--- config.mk ---
export PLATFORM = sky130hd
export DESIGN_NAME = ret_stack_pred
export DESIGN_NICKNAME = d
export VERILOG_FILES = /design/src/rtl/rsp_pkg.sv /design/src/rtl/rsp_op_decode.sv /design/src/rtl/rsp_ctrl.sv /design/src/rtl/rsp_store.sv /design/src/rtl/ret_stack_pred.sv
export SDC_FILE = /design/constraint.sdc
export NUM_CORES = 1
export LEC_CHECK = 0
export ABC_AREA = 1
export BUFFER_PORTS_ARGS = -buffer_cell sky130_fd_sc_hd__buf_4
export CAP_MARGIN = 25
export CORE_ASPECT_RATIO = 1.25
export CORE_MARGIN = 2
export CORE_UTILIZATION = 55
export CTS_CLUSTER_SIZE = 24
export DETAILED_ROUTE_END_ITERATION = 6
export PLACE_DENSITY = 0.77
export SLEW_MARGIN = 15
export SYNTH_ARGS = -nofsm -noshare
export SYNTH_HDL_FRONTEND = slang
export SYNTH_HIERARCHICAL = 1
export SYNTH_SLANG_ARGS = --single-unit
--- constraint.sdc ---
create_clock -name clk -period 4.2 [get_ports clk]
set_input_delay 0.63 -clock clk [delete_from_list [all_inputs] [get_ports clk]]
set_output_delay 0.63 -clock clk [all_outputs]
set_load 0.01 [all_outputs]
--- src/rtl/rsp_pkg.sv ---
package rsp_pkg;

    // Stack operation chosen for one cycle
    typedef enum logic [1:0] {
        STK_HOLD = 2'd0,   // nothing changes
        STK_PUSH = 2'd1,   // call only (or call with return on empty stack)
        STK_POP  = 2'd2,   // return on non-empty stack
        STK_SWAP = 2'd3    // call and return on non-empty stack: replace top
    } stk_op_e;

endpackage

--- src/rtl/rsp_op_decode.sv ---
module rsp_op_decode
    import rsp_pkg::*;
(
    input  logic    call_valid,
    input  logic    ret_valid,
    input  logic    stack_nonempty,
    output stk_op_e op
);

    logic pop_eff;

    // A return only pops when there is something to pop
    assign pop_eff = ret_valid && stack_nonempty;

    always_comb begin
        unique case ({call_valid, pop_eff})
            2'b10:   op = STK_PUSH;
            2'b01:   op = STK_POP;
            2'b11:   op = STK_SWAP;
            default: op = STK_HOLD;
        endcase
    end

endmodule

--- src/rtl/rsp_ctrl.sv ---
module rsp_ctrl
    import rsp_pkg::*;
#(
    parameter int DEPTH = 4,
    localparam int PTR_W = (DEPTH > 1) ? $clog2(DEPTH) : 1,
    localparam int CNT_W = $clog2(DEPTH + 1)
) (
    input  logic             clk,
    input  logic             rst_n,
    input  stk_op_e          op,
    output logic [PTR_W-1:0] top_idx,
    output logic [CNT_W-1:0] occ,
    output logic             wr_en,
    output logic [PTR_W-1:0] wr_idx
);

    localparam logic [PTR_W-1:0] LAST_IDX = PTR_W'(DEPTH - 1);
    localparam logic [CNT_W-1:0] FULL_CNT = CNT_W'(DEPTH);

    typedef struct packed {
        logic [PTR_W-1:0] ptr;
        logic [CNT_W-1:0] cnt;
    } ctl_s;

    ctl_s st_d, st_q;
    logic [PTR_W-1:0] ptr_inc, ptr_dec;

    always_comb begin
        ptr_inc = (st_q.ptr == LAST_IDX) ? '0 : st_q.ptr + 1'b1;
        ptr_dec = (st_q.ptr == '0) ? LAST_IDX : st_q.ptr - 1'b1;

        st_d   = st_q;
        wr_en  = 1'b0;
        wr_idx = st_q.ptr;

        unique case (op)
            STK_PUSH: begin
                // Circular storage: on a full stack the new top lands on the oldest slot
                st_d.ptr = ptr_inc;
                wr_en    = 1'b1;
                wr_idx   = ptr_inc;
                if (st_q.cnt != FULL_CNT) begin
                    st_d.cnt = st_q.cnt + 1'b1;
                end
            end
            STK_POP: begin
                st_d.ptr = ptr_dec;
                st_d.cnt = st_q.cnt - 1'b1;
            end
            STK_SWAP: begin
                // Pop then push lands on the same slot; depth unchanged
                wr_en  = 1'b1;
                wr_idx = st_q.ptr;
            end
            default: ;
        endcase
    end

    always_ff @(posedge clk) begin
        if (!rst_n) begin
            st_q <= '0;
        end else begin
            st_q <= st_d;
        end
    end

    assign top_idx = st_q.ptr;
    assign occ     = st_q.cnt;

endmodule

--- src/rtl/rsp_store.sv ---
module rsp_store #(
    parameter int ADDR_W = 32,
    parameter int DEPTH  = 4,
    localparam int PTR_W = (DEPTH > 1) ? $clog2(DEPTH) : 1
) (
    input  logic              clk,
    input  logic              rst_n,
    input  logic              wr_en,
    input  logic [PTR_W-1:0]  wr_idx,
    input  logic [ADDR_W-1:0] wr_data,
    input  logic [PTR_W-1:0]  rd_idx,
    output logic [ADDR_W-1:0] rd_data
);

    logic [ADDR_W-1:0] ent_d [DEPTH];
    logic [ADDR_W-1:0] ent_q [DEPTH];

    for (genvar g = 0; g < DEPTH; g++) begin : g_slot
        always_comb begin
            ent_d[g] = ent_q[g];
            if (wr_en && (wr_idx == PTR_W'(g))) begin
                ent_d[g] = wr_data;
            end
        end

        always_ff @(posedge clk) begin
            if (!rst_n) begin
                ent_q[g] <= '0;
            end else begin
                ent_q[g] <= ent_d[g];
            end
        end
    end

    assign rd_data = ent_q[rd_idx];

endmodule

--- src/rtl/ret_stack_pred.sv ---
module ret_stack_pred
    import rsp_pkg::*;
#(
    parameter int ADDR_W = 32,
    parameter int DEPTH  = 4
) (
    input  logic              clk,
    input  logic              rst_n,
    input  logic              call_valid,
    input  logic [ADDR_W-1:0] call_ret_addr,
    input  logic              ret_valid,
    input  logic [ADDR_W-1:0] fallback_target,
    output logic [ADDR_W-1:0] pred_target,
    output logic              pred_from_stack
);

    localparam int PTR_W = (DEPTH > 1) ? $clog2(DEPTH) : 1;
    localparam int CNT_W = $clog2(DEPTH + 1);

    stk_op_e           op;
    logic [PTR_W-1:0]  top_idx;
    logic [PTR_W-1:0]  wr_idx;
    logic [CNT_W-1:0]  occ_cnt;
    logic              wr_en;
    logic              stack_nonempty;
    logic [ADDR_W-1:0] top_addr;

    assign stack_nonempty = (occ_cnt != '0);

    rsp_op_decode u_dec (
        .call_valid     (call_valid),
        .ret_valid      (ret_valid),
        .stack_nonempty (stack_nonempty),
        .op             (op)
    );

    rsp_ctrl #(.DEPTH(DEPTH)) u_ctrl (
        .clk     (clk),
        .rst_n   (rst_n),
        .op      (op),
        .top_idx (top_idx),
        .occ     (occ_cnt),
        .wr_en   (wr_en),
        .wr_idx  (wr_idx)
    );

    rsp_store #(.ADDR_W(ADDR_W), .DEPTH(DEPTH)) u_store (
        .clk     (clk),
        .rst_n   (rst_n),
        .wr_en   (wr_en),
        .wr_idx  (wr_idx),
        .wr_data (call_ret_addr),
        .rd_idx  (top_idx),
        .rd_data (top_addr)
    );

    // Prediction reflects state before this cycle's pop/push
    always_comb begin
        pred_from_stack = stack_nonempty;
        pred_target     = stack_nonempty ? top_addr : fallback_target;
    end

endmodule

==> impl_results.md <==
* Skew-Pair Late Insertion Delay at 0.41 ns
* Vias/cell at 5.06
* Gpl congestion at 0.832
* CTS sink cnt at 133
* WP buf/inv at 4
* Top cell by count, worst path: nand2_1
* Total negative slack at 0 ns
* Area grow syn2layout at 18.6%
* Crit-path cells: buf_4, inv_2, buf_12, nand2_1, nand3_1, nand2_1, nand2_1, nand2_1, buf_4
* Minimum clock period at 3.44 ns
* Maximum level of the CTS H-tree at 4
* TritonCTS clock tree: built
* DRT Pass-1 Iters at 5
* Iter 0 DRT Violations at 399
* Slowest cell on the critical path: dfxtp_2
* Synth Warn # at 6
* Layout Nets at 1,027
* CP delay by family, top: buffers and inverters
* Die H at 132 um
* Clock Tree Root: clkbuf_16
* Hold buffer count at cts at 0
* Fmax at 0.291 GHz
* Setup repair after global routing missed its margin: no
* Critical Path RT at 3.57 ns
* Share of cells above drive strength 1 at 16.1%
* Setup bufs post-CTS at 0
* Crit-path max FO at 39
* Largest net degree at the start of global routing at 65
* Setup CP Type: reg2out
* Measured slew at the worst slew-check pin at 0.916 ns
* Initial Utilization at 56.3%
* Final ANT Viol Nets at 0
* Setup-failing EPs final at 0
* Netlist cell types at 25
* GRT Total Usage at 23.9%
* Final Hold Fails at 0
* Cell area after placement at 7890 um^2
* Setup WS pre-CTS at 1.11 ns
* P_leak at 4.27 nW
* # rows at 46
* Fin worst setup slack at 0.759 ns
* Status: completed
* Vias post-DR at 5,718
* Power consumption at 4.91 mW
* # Max-Cap Violations at 0
* Max Buffers Root-to-Sink at 2
* Initial antenna violation count at 0
* Final Slew Violations at 0
* Post_cts resized at 0
* CTS Buf Count at 17
* Die Footprint at 14,000 um^2
* HP Class: in2reg
* # DRC at 0
* Core area at 12,700 um^2
* Largest stage delay on the critical path at 0.75 ns
* Post-synthesis sequential area ratio at 55.0%
* Final wirelength at 16.3 mm
* Crit path launch type: register
* Clock slew seen by the registers of the worst setup and hold paths at 0.05 ns
* Crit path DAT at 2.81 ns
* #FFs+latches synth at 133
* Top Ports at 101
* Tcrit/Tclk final at 81.9%
* Mean Syn Cell Area at 8.24 um^2
* Cells after Synth at 870
* Synthesized area at 7170 um^2
* Number of global-route vias before repair at 5,654
* Slew headroom at 38.7%
* CP endpoint kind: output port
* Diode count at 0
* Syn Nets at 945
* Drt wl/cell at 14.4 um
* Total congestion overflow at 0
* Final HPWL DP at 9.77 mm
* Clk_skew at 0.00673 ns
* Cell area after layout at 8500 um^2
* PwrDens at 578 nW/um^2
* VDD IR max at 0.412 mV
* First-pass GRT wire length at 26.2 mm
* Buffers added on ports at 100
* Die width at 106 um
## worst paths after layout
kind,start,end,slack (ns),cells past startpoint
setup / recovery,u_ctrl/top_idx[0]$_SDFFE_PN0P_,pred_target[10],0.76,9
hold / removal,call_ret_addr[0],u_store/ent_q[2][0]$_SDFFCE_PN0P_,0.56,3
setup reg to reg,u_ctrl/occ[1]$_SDFFE_PN0P_,u_store/ent_q[2][13]$_SDFFCE_PN0P_,1.09,12
hold reg to reg,u_ctrl/occ[0]$_SDFFE_PN0P_,u_ctrl/occ[0]$_SDFFE_PN0P_,0.57,2
## flip-flops by register name (all words and copies together) (netlist names)
name	flops
u_ctrl/top_idx	2
u_ctrl/occ	3
u_store/ent_q	128
## cells in the final DEF (no fill, tap or decap), types with 2 or more instances in the layout
| cell type | netlist | final |
|---|---|---|
| nand2_1 | 247 | 243 |
| buf_4 | 5 | 106 |
| clkinv_1 | 0 | 2 |
| ha_1 | 7 | 7 |
| xor2_1 | 2 | 2 |
| a21oi_1 | 4 | 4 |
| clkbuf_1 | 9 | 2 |
| nor2_2 | 5 | 5 |
| clkinv_2 | 0 | 3 |
| nand2_2 | 0 | 4 |
| nor2_1 | 131 | 131 |
| nand4_4 | 3 | 3 |
| bufinv_16 | 0 | 4 |
| clkbuf_16 | 0 | 17 |
| o21ai_0 | 5 | 5 |
| o21ai_1 | 2 | 2 |
| edfxtp_1 | 128 | 128 |
| inv_2 | 4 | 4 |
| nand3_1 | 100 | 100 |
| dfxtp_1 | 5 | 4 |
| inv_1 | 176 | 176 |
## routing by layer
layer  part of all wire [%]  routed length (um)  global-route usage, %
met5                      0                   0                      0
met4                    1.7                 280                   7.97
met3                    6.2                1020                   4.81
met2                     55                8970                   44.8
met1                     37                6070                   26.6
## worst register-to-register path, delay by kind of cell, from the launching register on
family                     cells  cell delay (ns)
AOI/OAI and AO/OA              1             0.10
DFF                            1             0.49
and+or+nand+nor                5             1.31
buffers and inverters          5             0.57
adders and majority gates      1             0.24
## kinds of logic (layout without fill, tap and decap cells)
group,after synthesis,count (layout),synth area share (%)
flops,133,133,55.0
xor+xnor,2,2,0.244
fa+ha+maj,7,7,1.22
compound gates,12,12,0.855
buf+inv,225,318,13.9
simple gates,491,491,28.7
## per-stage QoR
stage          cells  hold slack [ns]  utilization [%]
6_report        1131            0.557             66.8
5_1_grt         1131            0.562             66.8
4_1_cts         1130            0.550             66.7
3_5_place_dp    1100            0.568             62.0
3_3_place_gp    1099            0.550             61.8
2_1_floorplan    870            0.516                -
## layout make-up
| class | count | area (um^2) |
|---|---|---|
| clock buffer | 19 | 433 |
| timing repair buffer | 108 | 843 |
| tap | 168 | 210 |
| multi-input combinational | 512 | 2240 |
| fill | 1010 | 4220 |
| clock inverter | 11 | 159 |
| inverter | 180 | 676 |
| sequential | 133 | 3950 |
## cells in the mapped netlist
library cell | instances | area (um^2)
xor2_1 | 2 | 17.5
nand2_1 | 247 | 927
nor2_2 | 5 | 31.3
nor2_4 | 1 | 11.3
nand2_4 | 1 | 11.3
buf_2 | 17 | 85.1
inv_2 | 4 | 15.0
dfxtp_1 | 5 | 100
edfxtp_1 | 128 | 3840
nand4_4 | 3 | 63.8
o21ai_0 | 5 | 25.0
or2_0 | 1 | 6.26
nand3_1 | 100 | 500
buf_4 | 5 | 37.5
or2_2 | 1 | 6.26
nor2_1 | 131 | 492
o21ai_1 | 2 | 10.0
buf_6 | 11 | 124
nand3_2 | 1 | 10.0
a31oi_1 | 1 | 6.26
inv_1 | 176 | 661
a21oi_1 | 4 | 20.0
ha_1 | 7 | 87.6
clkbuf_1 | 9 | 33.8
clkbuf_8 | 3 | 41.3
## power breakdown
part	leakage (nW)	internal, mW	switching, mW
combinational	2.60	0.593	1.01
sequential	1.38	1.71	0.101
clock	0.288	0.980	0.511
total	4.27	3.29	1.63
(Power assumes the default switching activity.)
